$ cat config.mk
export PLATFORM = sky130hd
export DESIGN_NAME = tmr_core
export DESIGN_NICKNAME = d
export VERILOG_FILES = /design/src/rtl/tmr_pkg.sv /design/src/rtl/tmr_prescaler.sv /design/src/rtl/tmr_step.sv /design/src/rtl/tmr_match.sv /design/src/rtl/tmr_core.sv
export SDC_FILE = /design/constraint.sdc
export NUM_CORES = 1
export LEC_CHECK = 0
export ABC_CLOCK_PERIOD_IN_PS = 5500
export BUFFER_PORTS_ARGS = -buffer_cell sky130_fd_sc_hd__buf_4
export CAP_MARGIN = 20
export CORE_ASPECT_RATIO = 0.7
export CORE_UTILIZATION = 35
export CTS_BUF_LIST = sky130_fd_sc_hd__clkbuf_16
export DETAILED_ROUTE_END_ITERATION = 6
export GPL_TIMING_DRIVEN = 1
export SLEW_MARGIN = 20
export SYNTH_ARGS = -nofsm -noshare
export SYNTH_HDL_FRONTEND = slang
export SYNTH_SLANG_ARGS = --single-unit
$ cat constraint.sdc
create_clock -name clk_i -period 5.5 [get_ports clk_i]
set_input_delay 1.65 -clock clk_i [delete_from_list [all_inputs] [get_ports clk_i]]
set_output_delay 1.65 -clock clk_i [all_outputs]
set_load 0.01 [all_outputs]
$ cat src/rtl/tmr_pkg.sv
package tmr_pkg;
  typedef enum logic [1:0] {
    MODE_IDLE = 2'b00,
    MODE_DOWN = 2'b01,
    MODE_UP   = 2'b10,
    MODE_UPDN = 2'b11
  } mode_e;

  localparam int unsigned EVT_ZERO   = 0;
  localparam int unsigned EVT_RELOAD = 1;
  localparam int unsigned EVT_CMPX   = 2;
  localparam int unsigned EVT_CMPY   = 3;
  localparam int unsigned NUM_CMP    = 4;
endpackage

$ cat src/rtl/tmr_prescaler.sv
module tmr_prescaler #(
  parameter int unsigned W = 32
) (
  input  logic         clk_i,
  input  logic         rst_ni,
  input  logic         en_i,
  input  logic         clr_i,
  input  logic [W-1:0] limit_i,
  output logic         tick_o
);
  logic [W-1:0] phase_q;
  logic         wrap;

  // >= keeps a lowered limit from running the phase through a full wrap
  assign wrap   = (phase_q >= limit_i);
  assign tick_o = en_i & ~clr_i & wrap;

  always_ff @(posedge clk_i or negedge rst_ni) begin
    if (!rst_ni)              phase_q <= '0;
    else if (clr_i || !en_i)  phase_q <= '0;
    else if (wrap)            phase_q <= '0;
    else                      phase_q <= phase_q + 1'b1;
  end
endmodule

$ cat src/rtl/tmr_step.sv
module tmr_step
  import tmr_pkg::*;
#(
  parameter int unsigned W = 32
) (
  input  mode_e        mode_i,
  input  logic         periodic_i,
  input  logic [W-1:0] count_i,
  input  logic         down_i,
  input  logic [W-1:0] reload_i,
  output logic [W-1:0] count_o,
  output logic         down_o,
  output logic         stop_o,
  output logic         active_o
);
  localparam logic [W-1:0] ONE = {{(W-1){1'b0}}, 1'b1};

  logic at_top, at_zero, rl_zero;

  assign at_top  = (count_i >= reload_i);
  assign at_zero = (count_i == '0);
  assign rl_zero = (reload_i == '0);

  always_comb begin
    count_o  = count_i;
    down_o   = down_i;
    active_o = 1'b1;
    unique case (mode_i)
      MODE_UP: begin
        down_o  = 1'b0;
        count_o = at_top ? '0 : count_i + ONE;
      end
      MODE_DOWN: begin
        down_o  = 1'b1;
        count_o = at_zero ? reload_i : count_i - ONE;
      end
      MODE_UPDN: begin
        if (!down_i) begin
          if (at_top) begin
            down_o  = 1'b1;
            count_o = at_zero ? '0 : count_i - ONE;
          end else begin
            down_o  = 1'b0;
            count_o = count_i + ONE;
          end
        end else begin
          if (at_zero) begin
            down_o  = 1'b0;
            count_o = rl_zero ? '0 : ONE;
          end else begin
            down_o  = 1'b1;
            count_o = count_i - ONE;
          end
        end
      end
      default: active_o = 1'b0;
    endcase
  end

  always_comb begin
    stop_o = 1'b0;
    if (!periodic_i) begin
      unique case (mode_i)
        MODE_UP:   stop_o = (count_o == reload_i);
        MODE_DOWN,
        MODE_UPDN: stop_o = (count_o == '0) & down_o;
        default:   stop_o = 1'b0;
      endcase
    end
  end
endmodule

$ cat src/rtl/tmr_match.sv
module tmr_match #(
  parameter int unsigned W = 32,
  parameter int unsigned N = 4
) (
  input  logic [W-1:0]        value_i,
  input  logic [N-1:0][W-1:0] target_i,
  output logic [N-1:0]        hit_o
);
  for (genvar g = 0; g < N; g++) begin : g_cmp
    assign hit_o[g] = (value_i == target_i[g]);
  end
endmodule

$ cat src/rtl/tmr_core.sv
module tmr_core
  import tmr_pkg::*;
#(
  parameter int unsigned W = 32
) (
  input  logic         clk_i,
  input  logic         rst_ni,
  input  logic         en_i,
  input  logic         restart_i,
  input  logic         periodic_i,
  input  logic [1:0]   mode_i,
  input  logic [W-1:0] reload_i,
  input  logic [W-1:0] presc_i,
  input  logic [W-1:0] cmp_x_i,
  input  logic [W-1:0] cmp_y_i,
  output logic [W-1:0] count_o,
  output logic         down_o,
  output logic         zero_evt_o,
  output logic         reload_evt_o,
  output logic         timeout_evt_o,
  output logic         cmpx_evt_o,
  output logic         cmpy_evt_o
);
  mode_e mode;
  assign mode = mode_e'(mode_i);

  logic         restart_q, restart_fall;
  logic         tick, move;
  logic [W-1:0] cnt_q, nxt_cnt, start_cnt;
  logic         down_q, done_q, nxt_down, nxt_stop, step_ok, start_down;
  logic [NUM_CMP-1:0][W-1:0] targets;
  logic [NUM_CMP-1:0]        hits;
  logic         timeout;
  logic [NUM_CMP:0]          evt_q;

  assign restart_fall = restart_q & ~restart_i;

  tmr_prescaler #(.W(W)) u_presc (
    .clk_i  (clk_i),
    .rst_ni (rst_ni),
    .en_i   (en_i),
    .clr_i  (restart_fall),
    .limit_i(presc_i),
    .tick_o (tick)
  );

  tmr_step #(.W(W)) u_step (
    .mode_i    (mode),
    .periodic_i(periodic_i),
    .count_i   (cnt_q),
    .down_i    (down_q),
    .reload_i  (reload_i),
    .count_o   (nxt_cnt),
    .down_o    (nxt_down),
    .stop_o    (nxt_stop),
    .active_o  (step_ok)
  );

  always_comb begin
    targets             = '0;
    targets[EVT_ZERO]   = '0;
    targets[EVT_RELOAD] = reload_i;
    targets[EVT_CMPX]   = cmp_x_i;
    targets[EVT_CMPY]   = cmp_y_i;
  end

  tmr_match #(.W(W), .N(NUM_CMP)) u_match (
    .value_i (nxt_cnt),
    .target_i(targets),
    .hit_o   (hits)
  );

  assign timeout    = nxt_down ? hits[EVT_ZERO] : hits[EVT_RELOAD];
  assign move       = tick & ~done_q & step_ok;
  assign start_down = (mode == MODE_DOWN);
  assign start_cnt  = start_down ? reload_i : '0;

  always_ff @(posedge clk_i or negedge rst_ni) begin
    if (!rst_ni) restart_q <= 1'b0;
    else         restart_q <= restart_i;
  end

  always_ff @(posedge clk_i or negedge rst_ni) begin
    if (!rst_ni) begin
      cnt_q  <= '0;
      down_q <= 1'b0;
      done_q <= 1'b0;
      evt_q  <= '0;
    end else if (restart_fall) begin
      cnt_q  <= start_cnt;
      down_q <= start_down;
      done_q <= 1'b0;
      evt_q  <= '0;
    end else if (move) begin
      cnt_q  <= nxt_cnt;
      down_q <= nxt_down;
      done_q <= nxt_stop;
      evt_q  <= {timeout, hits};
    end else begin
      evt_q  <= '0;
    end
  end

  assign count_o       = cnt_q;
  assign down_o        = down_q;
  assign zero_evt_o    = evt_q[EVT_ZERO];
  assign reload_evt_o  = evt_q[EVT_RELOAD];
  assign cmpx_evt_o    = evt_q[EVT_CMPX];
  assign cmpy_evt_o    = evt_q[EVT_CMPY];
  assign timeout_evt_o = evt_q[NUM_CMP];
endmodule

==> run_results.csv, run 1 <==
group,metric,value,unit
run_status,outcome,"finished with violations",
run_status,failed_checks,"DRC",
clocking,numClockSinks,72,
worst_setup_path,crit_chain,"buf_4 -> ha_1 -> nand2b_1 -> a2111o_1 -> o2111ai_1 -> a31oi_1 -> buf_4 -> buf_4 -> buf_4 -> a211oi_1 -> a211o_1 -> xor2_1 -> nor4_2 -> nand4_1 -> or4_1 -> nor3_2",
timing,max_slew.worst_pin.slew,1.023,ns
power_and_ir_drop,pwr_density_cell,205.6,nW/um^2
timing,fin_setup_tns,0,ns
drt,routed-via-count,10780,
floorplanning,floorplan.die.width,194.3,um
layout,layout.filler_cells,2525,
floorplanning,design.die.area,26540,sq um
synth,netlist.area_leader.share,19.89,%
synth,primary_flip_flop_cell_chosen_by_synthesis_mapping,"dfrtp_1",
clocking,cts-root-to-sink-buffers,2,
worst_setup_path,worst_path_most_repeated_cell,"buf_4",
synth,synth_edf_count,0,
worst_setup_path,timing.critical_path.fanout_max,4,
timing,timing.final.crit_share,96.44,%
synth,synth.yosys.warnings,0,
worst_setup_path,crit_slowest_cell,"or4_1",
place,dp_hpwl,35630,um
floorplanning,die_y,136.6,um
synth,synth.yosys.seq_area_share,19.89,%
power_and_ir_drop,power.static_leakage,5.695,nW
floorplanning,num_io_pins,173,
layout,area_delta_synth_final,35.25,%
drt,totalWireLength,44240,um
timing,clock.fmax,188.5,MHz
synth,synth_top_area_cell,"dfrtp_1",
global_routing,overflow,0,
global_routing,antenna_violations_before_repair,0,
synth,postSynthCellCount,1209,
synth,synth_area,9057,sq um
worst_setup_path,cpPeakStageDelay,0.55,ns
clocking,cts-buffers-inserted,9,
worst_setup_path,worstSetupStartpointType,"input pin",
clocking,tritoncts,"yes",
layout,fin_cells,1842,
timing,rsz0062_at_grt,"false",
floorplanning,placeableCoreArea,25040,sq um
synth,synth_cell_types,85,
global_routing,pin_count_of_the_biggest_net_entering_global_routing,48,
timing,final_critical_period,5.304,ns
drt,final_antenna_net_count,0,
timing,final_max_slew_viol_count,0,
drt,remaining_design_rule_violation_count,6,
run,max_cap_viol_count,0,
floorplanning,placement_rows,48,
worst_setup_path,cp.arrival,5.59,ns
worst_setup_path,critical_path.endpoint_type,"flop",
layout,final_layout_size_suffix_gt1_share,28.08,%
global_routing,grt_first_pass_wirelength,64840,um
place,place_inst,1823,
power_and_ir_drop,ir_drop,0.1613,mV
synth,synth_nets,1411,
timing,setup_viols_final,0,
timing,timing.slew.headroom,31.54,%
timing,hold_viol_final,0,
layout,ant_diodes,0,
synth,synth_seq_cells,72,
floorplanning,starting_utilization_of_the_core_area,36.17,%
timing,skew,0.01018,ns
place,port_buffers,172,
drt,wl_per_cell,24.02,um
hold_path,hp-class,"flop to flop",
clocking,htree_num_levels,3,
drt,drt-initial-drc-count,1195,
place,finalWeightedCongestion,1.043,
drt,detailedRoute.firstPassIterationCount,7,
synth,async_flop_share,100.0,%
clocking,clkSlewWorstSetupHoldPaths,0.07,ns
worst_setup_path,worstSetupPathType,"input pin to flop",
global_routing,globalRouteTotalUtil,33.19,%
layout,num-nets-final,1714,
clocking,ctsRootBufferMaster,"clkbuf_16",
clocking,clk_latency,0.36,ns
synth,synth.top_cells.by_area,"dfrtp_1, xnor2_1, ha_1",
global_routing,first_global_vias,10050,
drt,route.detailed.vias_per_inst,5.853,
worst_setup_path,timing.critical_path.required,5.78,ns
synth,synth.avg_cell_area,7.492,sq um
state kept, by name, indices dropped and copies added (netlist names):
register         cells
count_o             32
u_presc.phase_q     32
evt_q                5
done_q               1
down_o               1
restart_q            1
kinds of logic (layout without fill, tap and decap cells):
kind of cell	after synthesis	in the layout	share of synthesized area [%]
mux	22	22	2.486
buf+inv	149	457	6.755
compound gates	266	266	19.69
flops	72	72	19.89
fa+ha+maj	67	67	9.255
simple gates	471	471	26.26
xor+xnor	162	162	15.67
power by group:
| group | switching (mW) | internal [mW] | leakage, nW | total (mW) |
|---|---|---|---|---|
| combinational | 0.738 | 0.555 | 4.57 | 1.29 |
| clock | 0.270 | 0.356 | 0.144 | 0.626 |
| sequential | 0.0504 | 0.549 | 0.985 | 0.600 |
synth_stat cells, drive strengths merged, types with 4 or more instances:
library cell  count
a211o             4
a211oi           12
a21boi            4
a21o             16
a21oi            65
a221oi            5
a22oi             6
a31oi             9
and2              5
and3             16
and4              6
buf              26
clkbuf           45
dfrtp            72
ha               67
inv              78
mux2              4
mux2i            18
nand2           126
nand2b            9
nand3            38
nand3b            4
nand4            45
nand4b            4
nor2            113
nor3             37
nor4             36
o211ai            5
o21a              4
o21ai            81
o221ai            8
o22ai             7
o31ai             4
or2               6
or3               8
or4              10
xnor2            97
xor2             65
worst paths after layout:
check	start	end	cells past startpoint	slack (ns)
max	reload_i[0]	evt_q[2]	16	0.20
min	u_presc.phase_q[0]	u_presc.phase_q[0]	1	0.53
max reg2reg	count_o[19]	evt_q[4]	14	0.59
min reg2reg	u_presc.phase_q[0]	u_presc.phase_q[0]	1	0.53
max in group asynchronous	rst_ni	evt_q[1]	2	3.33
min in group asynchronous	rst_ni	count_o[29]	1	1.31
critical path: cells and delay by family:
| family | cells | cell delay (ns) |
|---|---|---|
| and+or+nand+nor | 5 | 1.39 |
| buffers and inverters | 4 | 0.57 |
| AOI/OAI and AO/OA | 5 | 1.56 |
| xor gates and xnor gates | 1 | 0.16 |
| adders and majority gates | 1 | 0.27 |
layout make-up:
cell class                      count  area [sq um]  share of cell area [%]
Sequential cell                    72          1802                   14.71
Clock buffer                        9         225.2                   1.838
Inverter                           78         292.8                   2.390
Multi-Input combinational cell    988          6698                   54.67
Clock inverter                      7         76.32                  0.6230
Tap cell                          325         406.6                   3.319
Timing Repair Buffer              363          2750                   22.45
layout by cell type (no fill, tap or decap), types with 18 or more instances in the layout:
cell     netlist  layout
dfrtp_1       72      72
nor3_1        36      36
o21ai_0       73      73
buf_4          1     361
nand3_1       38      38
xor2_1        65      65
a21oi_1       62      62
mux2i_1       18      18
nand2_1      126     126
ha_1          67      67
xnor2_1       97      97
nor2_1       110     109
nand4_1       44      44
inv_1         78      78
nor4_1        32      30
layer usage:
layer,vias to the layer above,part of all wire (%),global-route usage (%)
met5,-,0,0
met4,0,1.9,6.966
met3,78,14,13.23
met2,663,39,46.00
met1,5097,46,47.48
li1,4943,-,-
through the flow:
| step | setup slack [ns] | hold slack, ns | power (mW) | util [%] | instance area [sq um] |
|---|---|---|---|---|---|
| finish | 0.1958 | 0.5303 | 2.519 | 48.92 | 12250 |
| detailed placement | -0.2430 | 0.5198 | 1.842 | 47.49 | 11890 |
| global route | 0.03202 | 0.5849 | 2.625 | 48.92 | 12250 |
| floorplan | 0.4802 | 0.4666 | 1.233 | - | 9057 |
| global placement | -0.1791 | 0.5149 | 1.847 | 47.49 | 11890 |
| CTS | 0.1030 | 0.5303 | 2.473 | 48.70 | 12200 |
repair_timing:
action	in CTS	in global routing
gates resized for setup	0	5
setup buffers	0	3
endpoints found under the setup margin	0	5
hold buffers	0	0
Power figures use the tool's default switching activity.
==> inputs of run 2 (changes only) <==
- CORE_MARGIN: default -> 2
==> run 2 against run 1 <==
Effect of this change: the run now ends clean; via count shrank 1.2%; die area increased by 2.5%; critical path depth is 1 higher; clock-buffer cell count did not move; cell area shrank 1.5%; worst setup slack lost 0.11 ns; combinational power is 4% lower; sequential share of layout area is 0.23 points higher; critical endpoint is now done_q; largest cell class unchanged.
==> run_results.csv, run 2 (synthesized netlist as in run 1, its figures left out) <==
group,metric,value,unit
drt,final_antenna_net_count,0,
power_and_ir_drop,ir_drop,0.1588,mV
worst_setup_path,crit-reg2reg-capture,"done_q",
place,postPlaceCellArea,11750,sq um
floorplanning,placement_rows,49,
power_and_ir_drop,pwr_density_cell,206.1,nW/um^2
power_and_ir_drop,power.static_leakage,5.561,nW
drt,detailedRoute.firstPassIterationCount,6,
global_routing,first_global_vias,9954,
drt,drt-initial-drc-count,1288,
place,port_buffers,172,
layout,num-nets-final,1687,
timing,max_slew.worst_pin.slew,0.9306,ns
timing,setup_viols_final,0,
global_routing,grt_first_pass_wirelength,63760,um
worst_setup_path,crit_chain,"buf_4 -> inv_1 -> ha_1 -> and2_0 -> a221o_1 -> a22oi_2 -> nand3b_1 -> nor2_1 -> buf_4 -> a211oi_1 -> or2_1 -> or3_1 -> or4_1 -> nor4_2 -> buf_4 -> a22oi_1 -> o31ai_1",
timing,timing.slew.headroom,37.73,%
worst_setup_path,timing.critical_path.required,5.75,ns
worst_setup_path,critPathTopFamily,"simple AND/OR/NAND/NOR gates",
hold_path,hold_path_depth,1,
run_status,outcome,"finished, final reports clean",
worst_setup_path,ff2ff_setup_slack,0.72,ns
floorplanning,design.die.area,27200,sq um
floorplanning,floorplan.die.width,196.3,um
clocking,clkSlewWorstSetupHoldPaths,0.06,ns
clocking,cts_hold_buffers,0,
power_and_ir_drop,overall_power,2.487,mW
hold_path,min-delay-start,"u_presc.phase_q[0]",
clocking,htree_num_levels,3,
drt,route.detailed.vias_per_inst,5.848,
global_routing,globalRouteTotalUtil,31.39,%
worst_setup_path,worstSetupStartpointType,"input pin",
clocking,cts-buffers-inserted,9,
drt,totalWireLength,43150,um
layout,final_layout_size_suffix_gt1_share,26.44,%
drt,remaining_design_rule_violation_count,0,
timing,timing.final.crit_share,98.38,%
layout,most_frequent_cells_in_the_layout,"buf_4, nand2_1, nor2_1, xnor2_1, inv_1",
drt,wl_per_cell,23.68,um
worst_setup_path,crit_slowest_cell,"nor2_1",
clocking,ctsRootBufferMaster,"clkbuf_16",
clocking,tritoncts,"yes",
place,dp_hpwl,34350,um
timing,fin_setup_tns,0,ns
clocking,clk_latency,0.36,ns
worst_setup_path,reg2reg_from,"count_o[19]",
worst_setup_path,worst_path_most_repeated_cell,"buf_4",
worst_setup_path,timing.critical_path.fanout_max,5,
worst_setup_path,cpPeakStageDelay,0.47,ns
worst_setup_path,worstSetupPathType,"input pin to flop",
drt,routed-via-count,10660,
floorplanning,placeableCoreArea,25570,sq um
global_routing,antenna_violations_before_repair,1,
worst_setup_path,critical_path.endpoint_type,"flop",
place,place_inst,1804,
global_routing,pin_count_of_the_biggest_net_entering_global_routing,42,
layout,finalInstanceArea,12070,sq um
floorplanning,die_y,138.6,um
timing,final_critical_period,5.411,ns
hold_path,holdPathEnd,"u_presc.phase_q[0]",
worst_setup_path,worstSetupPathDepth,17,
place,finalWeightedCongestion,1.002,
timing,skew,0.01249,ns
global_routing,overflow,0,
clocking,cts-root-to-sink-buffers,2,
clocking,numClockSinks,72,
worst_setup_path,cp.arrival,5.66,ns
layout,area_delta_synth_final,33.21,%
worst_setup_path,cp.buffers_inverters,4,
layout,mostFrequentLayoutCell,"buf_4",
timing,final_max_slew_viol_count,0,
layout,fin_cells,1822,
floorplanning,starting_utilization_of_the_core_area,35.43,%
timing,hold_viol_final,0,
hold_path,hp-class,"flop to flop",
worst_setup_path,reg2regPathDepth,15,
floorplanning,num_io_pins,173,
timing,clock.fmax,184.8,MHz
run,max_cap_viol_count,0,
-- run 2: cell count changes in the layout (fill, tap and decap cells not counted), sizes merged --
cell    change
clkinv      -1
inv         +1
buf        -27
diode       +1
-- run 2: worst register-to-register path, delay by kind of cell (launching register included) --
family / cells / cell delay (ns)
AND/OR/NAND/NOR: 7 / 2.26
buffers and inverters: 2 / 0.43
AO/OA/AOI/OAI: 5 / 0.89
flip-flops: 1 / 0.75
adder cells (fa/ha/maj): 1 / 0.37
-- run 2: worst max-delay path by stage --
stage	start	end	slack [ns]
floorplan	reload_i[31]	evt_q[2]	0.48
global placement	reload_i[0]	evt_q[4]	-0.26
detailed placement	reload_i[0]	done_q	-0.23
CTS	reload_i[0]	done_q	0.12
global route	reload_i[18]	done_q	-0.003
finish	reload_i[18]	done_q	0.09
-- run 2: what timing repair did --
| action | in CTS | in global routing |
|---|---|---|
| endpoints found under the setup margin | 0 | 5 |
| gates resized for setup | 0 | 2 |
| setup buffers | 0 | 1 |
-- run 2: power by group --
part | switching, mW | total [mW] | internal [mW]
sequential | 0.0667 | 0.616 | 0.549
combinational | 0.698 | 1.24 | 0.545
clock | 0.271 | 0.628 | 0.357
-- run 2: stage by stage --
stage          setup slack [ns]  util (%)  hold slack, ns
2_1_floorplan            0.4802         -          0.4666
3_3_place_gp            -0.2610     45.95          0.5052
3_5_place_dp            -0.2297     45.95          0.5034
4_1_cts                  0.1209     47.12          0.5114
5_1_grt               -0.002554     47.18          0.5371
6_report                0.08923     47.19          0.5180
-- run 2: area by class of cell --
type | instances | area, sq um
fill | 2552 | 13500
multi-input combinational | 988 | 6668
timing repair buffer | 336 | 2585
sequential | 72 | 1802
tap | 331 | 414.1
inverter | 78 | 292.8
clock buffer | 9 | 225.2
clock inverter | 7 | 76.32
antenna | 1 | 2.502
-- run 2: metal layers --
layer	share of wire [%]	GRT usage, %	vias up
met5	0	0	-
met4	2.4	7.616	0
met3	14	12.43	79
met2	39	42.52	669
met1	45	45.85	5026
li1	-	-	4881
